File: src/rtl/prot_regs_pkg.sv
package prot_regs_pkg;

    typedef enum logic [1:0] {
        MODE_OFF   = 2'b00,
        MODE_TOR   = 2'b01,
        MODE_NA4   = 2'b10,
        MODE_NAPOT = 2'b11
    } match_mode_e;

    typedef struct packed {
        logic        lock;
        logic [1:0]  rsvd;
        match_mode_e mode;
        logic        x;
        logic        w;
        logic        r;
    } ent_cfg_t;

    localparam logic [7:0] CFG_WRITE_MASK = 8'h9f;

    // Apply permission and mode legalization to one written byte.
    function automatic ent_cfg_t legalize_cfg(input logic [7:0] v, input int grain);
        ent_cfg_t c;
        c = ent_cfg_t'(v & CFG_WRITE_MASK);
        if (c.w && !c.r) begin
            c.x = 1'b0;
            c.w = 1'b0;
            c.r = 1'b0;
        end
        if (grain >= 1 && c.mode == MODE_NA4)
            c.mode = MODE_OFF;
        return c;
    endfunction

    // Mask with the low n bits set (n limited to 64).
    function automatic logic [63:0] low_ones(input int n);
        logic [63:0] m;
        for (int i = 0; i < 64; i++)
            m[i] = (i < n);
        return m;
    endfunction

endpackage

File: src/rtl/prot_cfg_bank.sv
module prot_cfg_bank
    import prot_regs_pkg::*;
#(
    parameter int XLEN        = 32,
    parameter int NUM_ENTRIES = 16,
    parameter int GRAIN       = 2,
    localparam int IDX_W      = $clog2(NUM_ENTRIES)
) (
    input  logic                              clk,
    input  logic                              rst,
    input  logic                              wr_en,
    input  logic [IDX_W-1:0]                  wr_idx,
    input  logic [XLEN-1:0]                   wr_data,
    output ent_cfg_t [NUM_ENTRIES-1:0]        cfg_q
);
    localparam int EPR = XLEN / 8;

    for (genvar e = 0; e < NUM_ENTRIES; e++) begin : g_ent
        localparam int LANE   = e % EPR;
        localparam int REG_IX = (e / EPR) * (EPR / 4);

        logic hit;
        assign hit = wr_en && (wr_idx == IDX_W'(REG_IX));

        always_ff @(posedge clk) begin
            if (rst)
                cfg_q[e] <= '0;
            else if (hit && !cfg_q[e].lock)
                cfg_q[e] <= legalize_cfg(wr_data[LANE*8 +: 8], GRAIN);
        end


        cfg_lock_hold_chk: assert property (@(posedge clk) disable iff (rst)
            cfg_q[e].lock |=> $stable(cfg_q[e]));


        cfg_no_wonly_chk: assert property (@(posedge clk) disable iff (rst)
            cfg_q[e].w |-> cfg_q[e].r);

        if (GRAIN >= 1) begin : g_na4

            cfg_no_na4_chk: assert property (@(posedge clk) disable iff (rst)
                cfg_q[e].mode != MODE_NA4);
        end
    end

endmodule

File: src/rtl/prot_addr_bank.sv
module prot_addr_bank #(
    parameter int XLEN        = 32,
    parameter int NUM_ENTRIES = 16,
    localparam int IDX_W      = $clog2(NUM_ENTRIES)
) (
    input  logic                              clk,
    input  logic                              rst,
    input  logic                              wr_en,
    input  logic [IDX_W-1:0]                  wr_idx,
    input  logic [XLEN-1:0]                   wr_data,
    input  logic [NUM_ENTRIES-1:0]            lock_v,
    input  logic [NUM_ENTRIES-1:0]            tor_v,
    output logic [NUM_ENTRIES-1:0][XLEN-1:0]  addr_q
);
    localparam int KEEP_BITS = (XLEN == 64) ? 54 : XLEN;
    localparam logic [XLEN:0] ONE_EXT = 1;
    localparam logic [XLEN-1:0] KEEP_MASK = XLEN'((ONE_EXT << KEEP_BITS) - 1'b1);

    for (genvar e = 0; e < NUM_ENTRIES; e++) begin : g_ent
        logic guard;
        if (e + 1 < NUM_ENTRIES) begin : g_mid
            assign guard = lock_v[e] || (lock_v[e+1] && tor_v[e+1]);


            addr_tor_hold_chk: assert property (@(posedge clk) disable iff (rst)
                (lock_v[e+1] && tor_v[e+1]) |=> $stable(addr_q[e]));
        end else begin : g_last
            assign guard = lock_v[e];
        end

        always_ff @(posedge clk) begin
            if (rst)
                addr_q[e] <= '0;
            else if (wr_en && wr_idx == IDX_W'(e) && !guard)
                addr_q[e] <= wr_data & KEEP_MASK;
        end


        addr_lock_hold_chk: assert property (@(posedge clk) disable iff (rst)
            lock_v[e] |=> $stable(addr_q[e]));

        if (XLEN > 54) begin : g_wide

            addr_upper_zero_chk: assert property (@(posedge clk) disable iff (rst)
                addr_q[e][XLEN-1:54] == '0);
        end
    end

endmodule

File: src/rtl/prot_read_mux.sv
module prot_read_mux
    import prot_regs_pkg::*;
#(
    parameter int XLEN        = 32,
    parameter int NUM_ENTRIES = 16,
    parameter int GRAIN       = 2,
    localparam int IDX_W      = $clog2(NUM_ENTRIES)
) (
    input  logic                              cfg_sel,
    input  logic [IDX_W-1:0]                  idx,
    input  ent_cfg_t [NUM_ENTRIES-1:0]        cfg_q,
    input  logic [NUM_ENTRIES-1:0][XLEN-1:0]  addr_q,
    output logic [XLEN-1:0]                   rdata
);
    localparam int EPR = XLEN / 8;
    localparam int EW  = IDX_W + 4;
    localparam logic [63:0] SET_M64 = low_ones(GRAIN >= 2 ? GRAIN - 1 : 0);
    localparam logic [63:0] CLR_M64 = low_ones(GRAIN);
    localparam logic [XLEN-1:0] SET_MASK = SET_M64[XLEN-1:0];
    localparam logic [XLEN-1:0] CLR_MASK = CLR_M64[XLEN-1:0];

    logic [XLEN-1:0] cfg_word;
    logic [XLEN-1:0] addr_word;

    always_comb begin
        logic [EW-1:0] ent_n;
        cfg_word = '0;
        for (int i = 0; i < EPR; i++) begin
            ent_n = EW'(idx) * EW'(4) + EW'(i);
            if (ent_n < EW'(NUM_ENTRIES))
                cfg_word[i*8 +: 8] = cfg_q[ent_n[IDX_W-1:0]];
        end
    end

    always_comb begin
        logic mode_hi;
        mode_hi   = cfg_q[idx].mode[1];
        addr_word = addr_q[idx];
        if (mode_hi && GRAIN >= 2)
            addr_word = addr_word | SET_MASK;
        else if (!mode_hi && GRAIN >= 1)
            addr_word = addr_word & ~CLR_MASK;
    end

    assign rdata = cfg_sel ? cfg_word : addr_word;

endmodule

File: src/rtl/prot_regs_top.sv
module prot_regs_top
    import prot_regs_pkg::*;
#(
    parameter int XLEN        = 32,
    parameter int NUM_ENTRIES = 16,
    parameter int GRAIN       = 2,
    localparam int IDX_W      = $clog2(NUM_ENTRIES)
) (
    input  logic                          clk,
    input  logic                          rst,
    input  logic                          csr_en,
    input  logic                          csr_cfg_sel,
    input  logic [IDX_W-1:0]              csr_idx,
    input  logic                          csr_we,
    input  logic [XLEN-1:0]               csr_wdata,
    output logic [XLEN-1:0]               csr_rdata,
    output logic                          csr_illegal,
    output logic [8*NUM_ENTRIES-1:0]      ent_cfg_o,
    output logic [XLEN*NUM_ENTRIES-1:0]   ent_addr_o
);
    localparam int NUM_CFG_IDX = NUM_ENTRIES / 4;

    ent_cfg_t [NUM_ENTRIES-1:0]       cfg_q;
    logic [NUM_ENTRIES-1:0][XLEN-1:0] addr_q;
    logic [NUM_ENTRIES-1:0]           lock_v;
    logic [NUM_ENTRIES-1:0]           tor_v;
    logic                             cfg_idx_ok;
    logic                             cfg_wr;
    logic                             addr_wr;
    logic [XLEN-1:0]                  mux_rdata;

    assign cfg_idx_ok  = (32'(csr_idx) < NUM_CFG_IDX) && ((XLEN == 32) || !csr_idx[0]);
    assign csr_illegal = csr_en && csr_cfg_sel && !cfg_idx_ok;
    assign cfg_wr      = csr_en && csr_we && csr_cfg_sel && cfg_idx_ok;
    assign addr_wr     = csr_en && csr_we && !csr_cfg_sel;

    for (genvar e = 0; e < NUM_ENTRIES; e++) begin : g_flags
        assign lock_v[e] = cfg_q[e].lock;
        assign tor_v[e]  = (cfg_q[e].mode == MODE_TOR);
    end

    prot_cfg_bank #(.XLEN(XLEN), .NUM_ENTRIES(NUM_ENTRIES), .GRAIN(GRAIN)) u_cfg (
        .clk(clk), .rst(rst), .wr_en(cfg_wr), .wr_idx(csr_idx),
        .wr_data(csr_wdata), .cfg_q(cfg_q)
    );

    prot_addr_bank #(.XLEN(XLEN), .NUM_ENTRIES(NUM_ENTRIES)) u_addr (
        .clk(clk), .rst(rst), .wr_en(addr_wr), .wr_idx(csr_idx),
        .wr_data(csr_wdata), .lock_v(lock_v), .tor_v(tor_v), .addr_q(addr_q)
    );

    prot_read_mux #(.XLEN(XLEN), .NUM_ENTRIES(NUM_ENTRIES), .GRAIN(GRAIN)) u_rd (
        .cfg_sel(csr_cfg_sel), .idx(csr_idx), .cfg_q(cfg_q),
        .addr_q(addr_q), .rdata(mux_rdata)
    );

    assign csr_rdata  = (csr_en && !csr_illegal) ? mux_rdata : '0;
    assign ent_cfg_o  = cfg_q;
    assign ent_addr_o = addr_q;


    illegal_no_effect_chk: assert property (@(posedge clk) disable iff (rst)
        csr_illegal |=> ($stable(ent_cfg_o) && $stable(ent_addr_o)));


    illegal_reads_zero_chk: assert property (@(posedge clk) disable iff (rst)
        csr_illegal |-> (csr_rdata == '0));

endmodule

File: config.mk
export PLATFORM = sky130hd
export DESIGN_NAME = prot_regs_top
export DESIGN_NICKNAME = d
export VERILOG_FILES = /design/src/rtl/prot_regs_pkg.sv /design/src/rtl/prot_cfg_bank.sv /design/src/rtl/prot_addr_bank.sv /design/src/rtl/prot_read_mux.sv /design/src/rtl/prot_regs_top.sv
export SDC_FILE = /design/constraint.sdc
export NUM_CORES = 1
export LEC_CHECK = 0
export ABC_AREA = 1
export BUFFER_PORTS_ARGS = -buffer_cell sky130_fd_sc_hd__buf_2
export CAP_MARGIN = 20
export CORE_AREA = 2 2 281 283
export CTS_BUF_LIST = sky130_fd_sc_hd__clkbuf_4
export DETAILED_ROUTE_END_ITERATION = 7
export DIE_AREA = 0 0 283 285
export GPL_ROUTABILITY_DRIVEN = 1
export GPL_TIMING_DRIVEN = 0
export PLACE_DENSITY_LB_ADDON = 0.1
export SYNTH_ARGS = -nofsm -noshare
export SYNTH_HDL_FRONTEND = slang
export SYNTH_SLANG_ARGS = --single-unit
export TNS_END_PERCENT = 1
File: constraint.sdc
create_clock -name clk -period 3 [get_ports clk]
set_input_delay 0.15 -clock clk [delete_from_list [all_inputs] [get_ports clk]]
set_output_delay 0.15 -clock clk [all_outputs]
set_load 0.05 [all_outputs]
==> reports/qor.json, run 1 <==
{
  "placement": {
    "dp_hpwl_mm": 134,
    "placement.setup.worst_slack_ps": -1060,
    "routabilityCongestion": 0.974,
    "postPlaceCellArea_sq_um": 30800,
    "placed_cells": 5016,
    "io_buffers": 680
  },
  "clocking": {
    "root_buffer": "clkbuf_4",
    "number_of_levels_in_the_clock_h_tree": 4,
    "clk_latency_ps": 1090,
    "clock-sinks": 608,
    "tritoncts": "done",
    "clockBufferDepth": 3,
    "numCtsBuffers": 174,
    "clk_transition_reported_paths_ps": 60
  },
  "die": {
    "rows": 103,
    "fp.coreArea_sq_um": 78000,
    "top_level_ports": 714,
    "die_x_um": 283,
    "initial_utilization_pct": 33.0,
    "die_height_um": 285,
    "design.die.area_sq_um": 80700
  },
  "critical_path": {
    "crit_path_start_kind": "input pin",
    "path_cells": "buf_2 -> inv_1 -> nand2_2 -> inv_4 -> clkbuf_1 -> nand2_1 -> nand4_1 -> nand2_2 -> nand2_1 -> buf_2",
    "critical_path.endpoint_type": "output port",
    "worst_path_dominant_cell_family": "buffers and inverters",
    "cp.required_ps": 2850,
    "critical_path_arrival_ps": 2980,
    "delay_of_the_slowest_critical_path_stage_ps": 750,
    "worstPathMaxFanout": 10,
    "kind_of_critical_path": "in -> out",
    "crit_buf_inv": 5,
    "cp_slowest_cell": "clkbuf_1"
  },
  "synth": {
    "synth-warning-count": 0,
    "synth-async-reset-ratio_pct": 0,
    "synth.avg_cell_area_sq_um": 7.94,
    "synth-edff-count": 0,
    "main_area_contributors_after_synthesis": "dfxtp_1 47%, a21oi_1 8.3%, nand2_1 7.9%",
    "synth_sequential_area_ratio_pct": 47.4,
    "synthesized_flop_and_latch_total": 608,
    "synthFlopType": "dfxtp_1",
    "yosys.area.top_type_share_pct": 47.4,
    "post_synth_instance_area_sq_um": 25700,
    "yosys.cell_types.count": 33,
    "synthCells": 3236,
    "yosysTopAreaCell": "dfxtp_1"
  },
  "layout": {
    "design.final.nets": 4259,
    "stdcell_count": 5398,
    "area_growth_pct": 32.4,
    "drive_gt1_share_pct": 28.7,
    "post-route-cell-area_sq_um": 34000,
    "layout.cells.most_common": "buf_2",
    "layout_common_cells": "714 x buf_2, 600 x dfxtp_1, 536 x nand2_1, 424 x a21oi_1, 359 x o21ai_0"
  },
  "outcome": {
    "violated_checks": "negative setup slack",
    "run_status": "complete, but fails checks"
  },
  "timing": {
    "setup_viol": 10,
    "worst_pin_slew_ps": 1280,
    "fin_ws_ps": -127,
    "timing.fmax_ghz": 0.320,
    "hold_viol_final": 0,
    "finalWorstPathRequiredPeriod_ps": 3130,
    "max_slew_margin_pct": 14.4,
    "fin_worst_skew_ps": 66.1,
    "portion_of_the_clock_cycle_consumed_by_the_worst_path_in_the_final_layout_pct": 104,
    "rsz0062_at_grt": "true",
    "final-max-slew-violation-count": 0
  },
  "global_route": {
    "grt_pass1_vias": 29100,
    "first_pass_grt_wire_length_mm": 240,
    "use_met3_pct": 13.7,
    "grt_max_degree": 17,
    "gr-max-usage-layer": "met2",
    "globalRouteMet1Util_pct": 52.7,
    "gr-usage-all-layers_pct": 42.5,
    "antenna_found_initial": 10,
    "global_route.overflow_total": 0,
    "use_met2_pct": 64.7
  },
  "route": {
    "via_per_inst": 5.88,
    "drt.antenna.violating_nets": 0,
    "wl_per_cell_um": 33.3,
    "drt_first_pass_iters": 6,
    "detail_route.iter0.violations": 4273,
    "final_routed_drc_violation_total": 0,
    "postRouteWirelength_mm": 180,
    "detailroute.via_count": 31700
  },
  "power_and_ir_drop": {
    "power.leakage_nw": 15.1,
    "power.total_mw": 18.1,
    "worst_ir_drop_vdd_mv": 0.222,
    "powerDensity_nw_per_um2": 533
  },
  "job": {
    "max_cap_viol_count": 0
  },
  "hold_path": {
    "worst_hold_path_type": "in -> reg"
  }
}
worst paths after layout:
kind	from	end	slack, ps	cells past startpoint
min	csr_wdata[27]	u_cfg.cfg_q[124]	40	4
max reg2reg	u_cfg.cfg_q[55]	u_addr.addr_q[189]	270	7
min reg2reg	u_cfg.cfg_q[89]	u_cfg.cfg_q[89]	470	2
max	csr_idx[2]	csr_rdata[19]	-130	10
where the power goes:
part | leakage, nW | internal [mW] | switching (mW) | total, mW
combinational | 8.93 | 0.342 | 1.52 | 1.86
sequential | 4.90 | 8.13 | 0.0700 | 8.20
clock | 1.29 | 4.14 | 3.94 | 8.08
worst min-delay path, cell delays in order:
cell and delay [ps]:
dlygate4sd3_1 530, buf_2 190, nand2_1 110, a211oi_1 70
routing by layer:
| layer | share of wire (%) | routed length [um] |
|---|---|---|
| met1 | 38 | 67800 |
| met3 | 12 | 21800 |
| met2 | 43 | 78000 |
| met5 | 0.087 | 157 |
| met4 | 6.6 | 11900 |
cells in the mapped netlist, types with 21 or more instances:
cell type / number
a211oi_1: 140
nand4_1: 30
buf_2: 42
nand3_1: 58
a211oi_2: 87
o22ai_1: 34
a22oi_1: 176
dfxtp_1: 608
inv_1: 128
a21oi_1: 425
nor2_1: 243
clkbuf_1: 210
nor3_1: 21
o21ai_0: 365
nand2_1: 544
buf_4: 41
timing repair:
item,4_1_cts,5_1_grt
resized for setup,82,51
endpoints found under the hold margin,434,2
hold buffers,74,1
endpoints found under the setup margin,33,19
setup buffers,0,0
pin swaps,0,10
cell type report:
cell class | count | area [sq um]
fillers | 8356 | 43900
flip-flops and latches | 608 | 12200
multi-input cells | 2202 | 11800
repair buffers | 775 | 4470
clock buffers | 256 | 1920
plain buffers | 313 | 1520
well taps | 1050 | 1310
inverters | 144 | 544
clock inverters | 40 | 265
diodes | 10 | 25.0
sequential cells by signal, summed over array words and instances (netlist names):
signal,cells
u_cfg.cfg_q,96
u_addr.addr_q,512
metrics by stage:
step | TNS [ps] | hold slack (ps) | util, %
after global routing | -275 | 33.7 | 43.6
final | -635 | 40.1 | 43.7
after floorplan | 0 | 293 | -
after CTS | -345 | 1.87 | 43.5
after global placement | -68890 | 441 | 39.2
after detailed placement | -51600 | 443 | 39.5
logic make-up after synthesis:
family / after synthesis / synth area share, %
flip-flops: 608 / 47.4
other: 1 / 0.0146
AND/OR/NAND/NOR: 921 / 15.0
AO/OA/AOI/OAI: 1249 / 30.1
buffers and inverters: 457 / 7.54
Note: power is estimated with default switching activity, not from simulation.
==> run 2: changes to the inputs <==
--- a/config.mk
+++ b/config.mk
@@ -8,10 +8,11 @@
 export ABC_AREA = 1
 export BUFFER_PORTS_ARGS = -buffer_cell sky130_fd_sc_hd__buf_2
 export CAP_MARGIN = 20
-export CORE_AREA = 2 2 281 283
+export CORE_ASPECT_RATIO = 1.75
+export CORE_MARGIN = 4
+export CORE_UTILIZATION = 30
 export CTS_BUF_LIST = sky130_fd_sc_hd__clkbuf_4
 export DETAILED_ROUTE_END_ITERATION = 7
-export DIE_AREA = 0 0 283 285
 export GPL_ROUTABILITY_DRIVEN = 1
 export GPL_TIMING_DRIVEN = 0
 export PLACE_DENSITY_LB_ADDON = 0.1
==> reports/qor.json, run 2 (synthesized netlist as in run 1, its figures left out) <==
{
  "layout": {
    "design.final.nets": {"value": 4257, "change": "was 4259"},
    "drive_gt1_share": {"value": 28.4, "unit": "%", "change": "was 28.7%"},
    "stdcell_count": {"value": 5394, "change": "was 5398"},
    "largest_register_ff_count": {"value": 512, "change": "unchanged"},
    "top_regs": {"value": "u_addr.addr_q x512, u_cfg.cfg_q x96", "change": "unchanged"},
    "area_growth": {"value": 32.2, "unit": "%", "change": "was 32.4%"},
    "layout_common_cells": {"value": "709 x buf_2, 602 x dfxtp_1, 536 x nand2_1, 418 x a21oi_1, 355 x o21ai_0", "change": "was 714 x buf_2, 600 x dfxtp_1, 536 x nand2_1, 424 x a21oi_1, 359 x o21ai_0"},
    "layout.cells.most_common": {"value": "buf_2", "change": "unchanged"},
    "largest_register": {"value": "u_addr.addr_q", "change": "unchanged"}
  },
  "power_and_ir_drop": {
    "powerDensity": {"value": 522, "unit": "nW/um^2", "change": "was 533 nW/um^2"},
    "worst_ir_drop_vdd": {"value": 0.291, "unit": "mV", "change": "was 0.222 mV"},
    "power.leakage": {"value": 15.1, "unit": "nW", "change": "about the same"}
  },
  "timing": {
    "portion_of_the_clock_cycle_consumed_by_the_worst_path_in_the_final_layout": {"value": 107, "unit": "%", "change": "was 104%"},
    "worst_pin_slew": {"value": 1190, "unit": "ps", "change": "was 1280 ps"},
    "fin_ws": {"value": -203, "unit": "ps", "change": "was -127 ps"},
    "finalWorstPathRequiredPeriod": {"value": 3200, "unit": "ps", "change": "was 3130 ps"},
    "timing.fmax": {"value": 0.312, "unit": "GHz", "change": "was 0.320 GHz"},
    "fin_worst_skew": {"value": 60.8, "unit": "ps", "change": "was 66.1 ps"},
    "rsz0062_at_grt": {"value": "true", "change": "unchanged"},
    "setup_viol": {"value": 25, "change": "was 10"},
    "max_slew_margin": {"value": 20.2, "unit": "%", "change": "was 14.4%"},
    "final-max-slew-violation-count": {"value": 0, "change": "unchanged"},
    "hold_viol_final": {"value": 0, "change": "unchanged"}
  },
  "clocking": {
    "number_of_levels_in_the_clock_h_tree": {"value": 4, "change": "unchanged"},
    "clk_transition_reported_paths": {"value": 70, "unit": "ps", "change": "was 60 ps"},
    "clk_latency": {"value": 1120, "unit": "ps", "change": "was 1090 ps"},
    "numCtsBuffers": {"value": 158, "change": "was 174"},
    "clockBufferDepth": {"value": 3, "change": "unchanged"},
    "root_buffer": {"value": "clkbuf_4", "change": "unchanged"},
    "tritoncts": {"value": "done", "change": "unchanged"},
    "clock-sinks": {"value": 608, "change": "unchanged"}
  },
  "die": {
    "initial_utilization": {"value": 30.4, "unit": "%", "change": "was 33.0%"},
    "die_height": {"value": 395, "unit": "um", "change": "was 285 um"},
    "fp.coreArea": {"value": 84700, "unit": "sq um", "change": "was 78000 sq um"},
    "die_x": {"value": 229, "unit": "um", "change": "was 283 um"},
    "design.die.area": {"value": 90600, "unit": "sq um", "change": "was 80700 sq um"},
    "rows": {"value": 141, "change": "was 103"},
    "top_level_ports": {"value": 714, "change": "unchanged"}
  },
  "critical_path": {
    "critical_path_arrival": {"value": 3050, "unit": "ps", "change": "was 2980 ps"},
    "setup.worst_path.start": {"value": "csr_idx[3]", "change": "was csr_idx[2]"},
    "worst_setup_path_endpoint": {"value": "csr_rdata[19]", "change": "unchanged"},
    "kind_of_critical_path": {"value": "in -> out", "change": "unchanged"},
    "critical_path.reg2reg.startpoint": {"value": "u_cfg.cfg_q[127]", "change": "was u_cfg.cfg_q[55]"},
    "r2r-end": {"value": "u_cfg.cfg_q[121]", "change": "was u_addr.addr_q[189]"},
    "worstPathMaxFanout": {"value": 10, "change": "unchanged"},
    "worst-r2r-cell-count": {"value": 7, "change": "unchanged"},
    "r2r_setup_slack": {"value": 150, "unit": "ps", "change": "was 270 ps"},
    "critical_path.endpoint_type": {"value": "output port", "change": "unchanged"},
    "cp.required": {"value": 2850, "unit": "ps", "change": "about the same"},
    "crit_path_start_kind": {"value": "input pin", "change": "unchanged"}
  },
  "global_route": {
    "first_pass_grt_wire_length": {"value": 256, "unit": "mm", "change": "was 240 mm"},
    "grt_pass1_vias": {"value": 30400, "change": "was 29100"},
    "grt_max_degree": {"value": 17, "change": "unchanged"},
    "gr-usage-all-layers": {"value": 40.6, "unit": "%", "change": "was 42.5%"},
    "global_route.overflow_total": {"value": 0, "change": "unchanged"},
    "antenna_found_initial": {"value": 15, "change": "was 10"}
  },
  "route": {
    "wl_per_cell": {"value": 35.8, "unit": "um", "change": "was 33.3 um"},
    "final_routed_drc_violation_total": {"value": 0, "change": "unchanged"},
    "detailroute.via_count": {"value": 32000, "change": "was 31700"},
    "drt_first_pass_iters": {"value": 6, "change": "unchanged"},
    "drt.antenna.violating_nets": {"value": 0, "change": "unchanged"},
    "detail_route.iter0.violations": {"value": 3938, "change": "was 4273"},
    "via_per_inst": {"value": 5.93, "change": "was 5.88"},
    "postRouteWirelength": {"value": 193, "unit": "mm", "change": "was 180 mm"}
  },
  "outcome": {
    "run_status": {"value": "complete, but fails checks", "change": "unchanged"},
    "violated_checks": {"value": "negative setup slack", "change": "unchanged"}
  },
  "placement": {
    "placed_cells": {"value": 5042, "change": "was 5016"},
    "routabilityCongestion": {"value": 0.966, "change": "was 0.974"},
    "io_buffers": {"value": 680, "change": "unchanged"},
    "dp_hpwl": {"value": 146, "unit": "mm", "change": "was 134 mm"},
    "placement.setup.worst_slack": {"value": -1030, "unit": "ps", "change": "was -1060 ps"}
  },
  "hold_path": {
    "worst_hold_path_type": {"value": "in -> reg", "change": "unchanged"}
  },
  "job": {
    "max_cap_viol_count": {"value": 0, "change": "unchanged"}
  }
}
run 2: how the worst min path moves through the flow:
| stage | from | endpoint | depth (start not counted) | slack, ps |
|---|---|---|---|---|
| after floorplan | csr_wdata[7] | u_cfg.cfg_q[71] | 2 | 290 |
| after global placement | csr_wdata[5] | u_addr.addr_q[485] | 3 | 440 |
| after detailed placement | csr_wdata[5] | u_addr.addr_q[485] | 3 | 440 |
| after CTS | csr_wdata[19] | u_addr.addr_q[499] | 4 | 2 |
| after global routing | csr_wdata[29] | u_addr.addr_q[93] | 4 | 60 |
| final | csr_idx[1] | u_addr.addr_q[418] | 8 | 30 |
run 2: metal layers:
| layer | wire length, um | global-route usage [%] | part of all wire [%] | vias to the layer above |
|---|---|---|---|---|
| li1 | - | - | - | 13300 |
| met1 | 69100 | 46.1 | 36 | 15500 |
| met2 | 88000 | 65.4 | 46 | 2490 |
| met3 | 19300 | 11.3 | 10 | 637 |
| met4 | 16900 | 29.0 | 8.7 | 4 |
| met5 | 32 | 0 | 0.017 | - |
run 2: critical path: stages:
cell and delay (ps):
buf_2 140, inv_2 70, nand2_2 290, inv_1 170, buf_2 510, clkdlybuf4s15_2 610
nand2_1 200, nand4_1 400, nand2_1 180, nand2_2 120, buf_6 170
run 2: area by class of cell:
| type | instances | area (sq um) |
|---|---|---|
| diodes | 6 | 15.0 |
| plain buffers | 313 | 1480 |
| clock inverters | 29 | 199 |
| inverters | 144 | 543 |
| fillers | 9190 | 50700 |
| multi-input cells | 2202 | 11800 |
| flip-flops and latches | 608 | 12200 |
| well taps | 1072 | 1340 |
| repair buffers | 789 | 4670 |
| clock buffers | 231 | 1730 |
run 2: through the flow:
step                cell area, sq um  utilization (%)  total power [mW]  TNS, ps  hold slack [ps]
finish                         34000             40.1              17.7    -1310             33.3
global route                   34000             40.1              18.1     -938             57.9
CTS                            33900             40.0              17.7     -794             1.59
detailed placement             30900             36.5              10.1   -60970              444
global placement               30600             36.1              10.1   -99220              441
floorplan                      25800                -              9.19        0              293
run 2: what timing repair did:
action / 4_1_cts / 5_1_grt
hold endpoints to repair: 509 / 0
setup endpoints to repair: 33 / 32
hold buffers: 85 / 0
gates resized for setup: 96 / 24
pin swaps: 14 / 3
cloned: 0 / 0
setup buffers: 0 / 0
run 2: power by group:
group	total, mW	internal [mW]	switching (mW)
Combinational	1.93	0.350	1.58
Clock	7.63	3.75	3.88
Sequential	8.19	8.12	0.0634
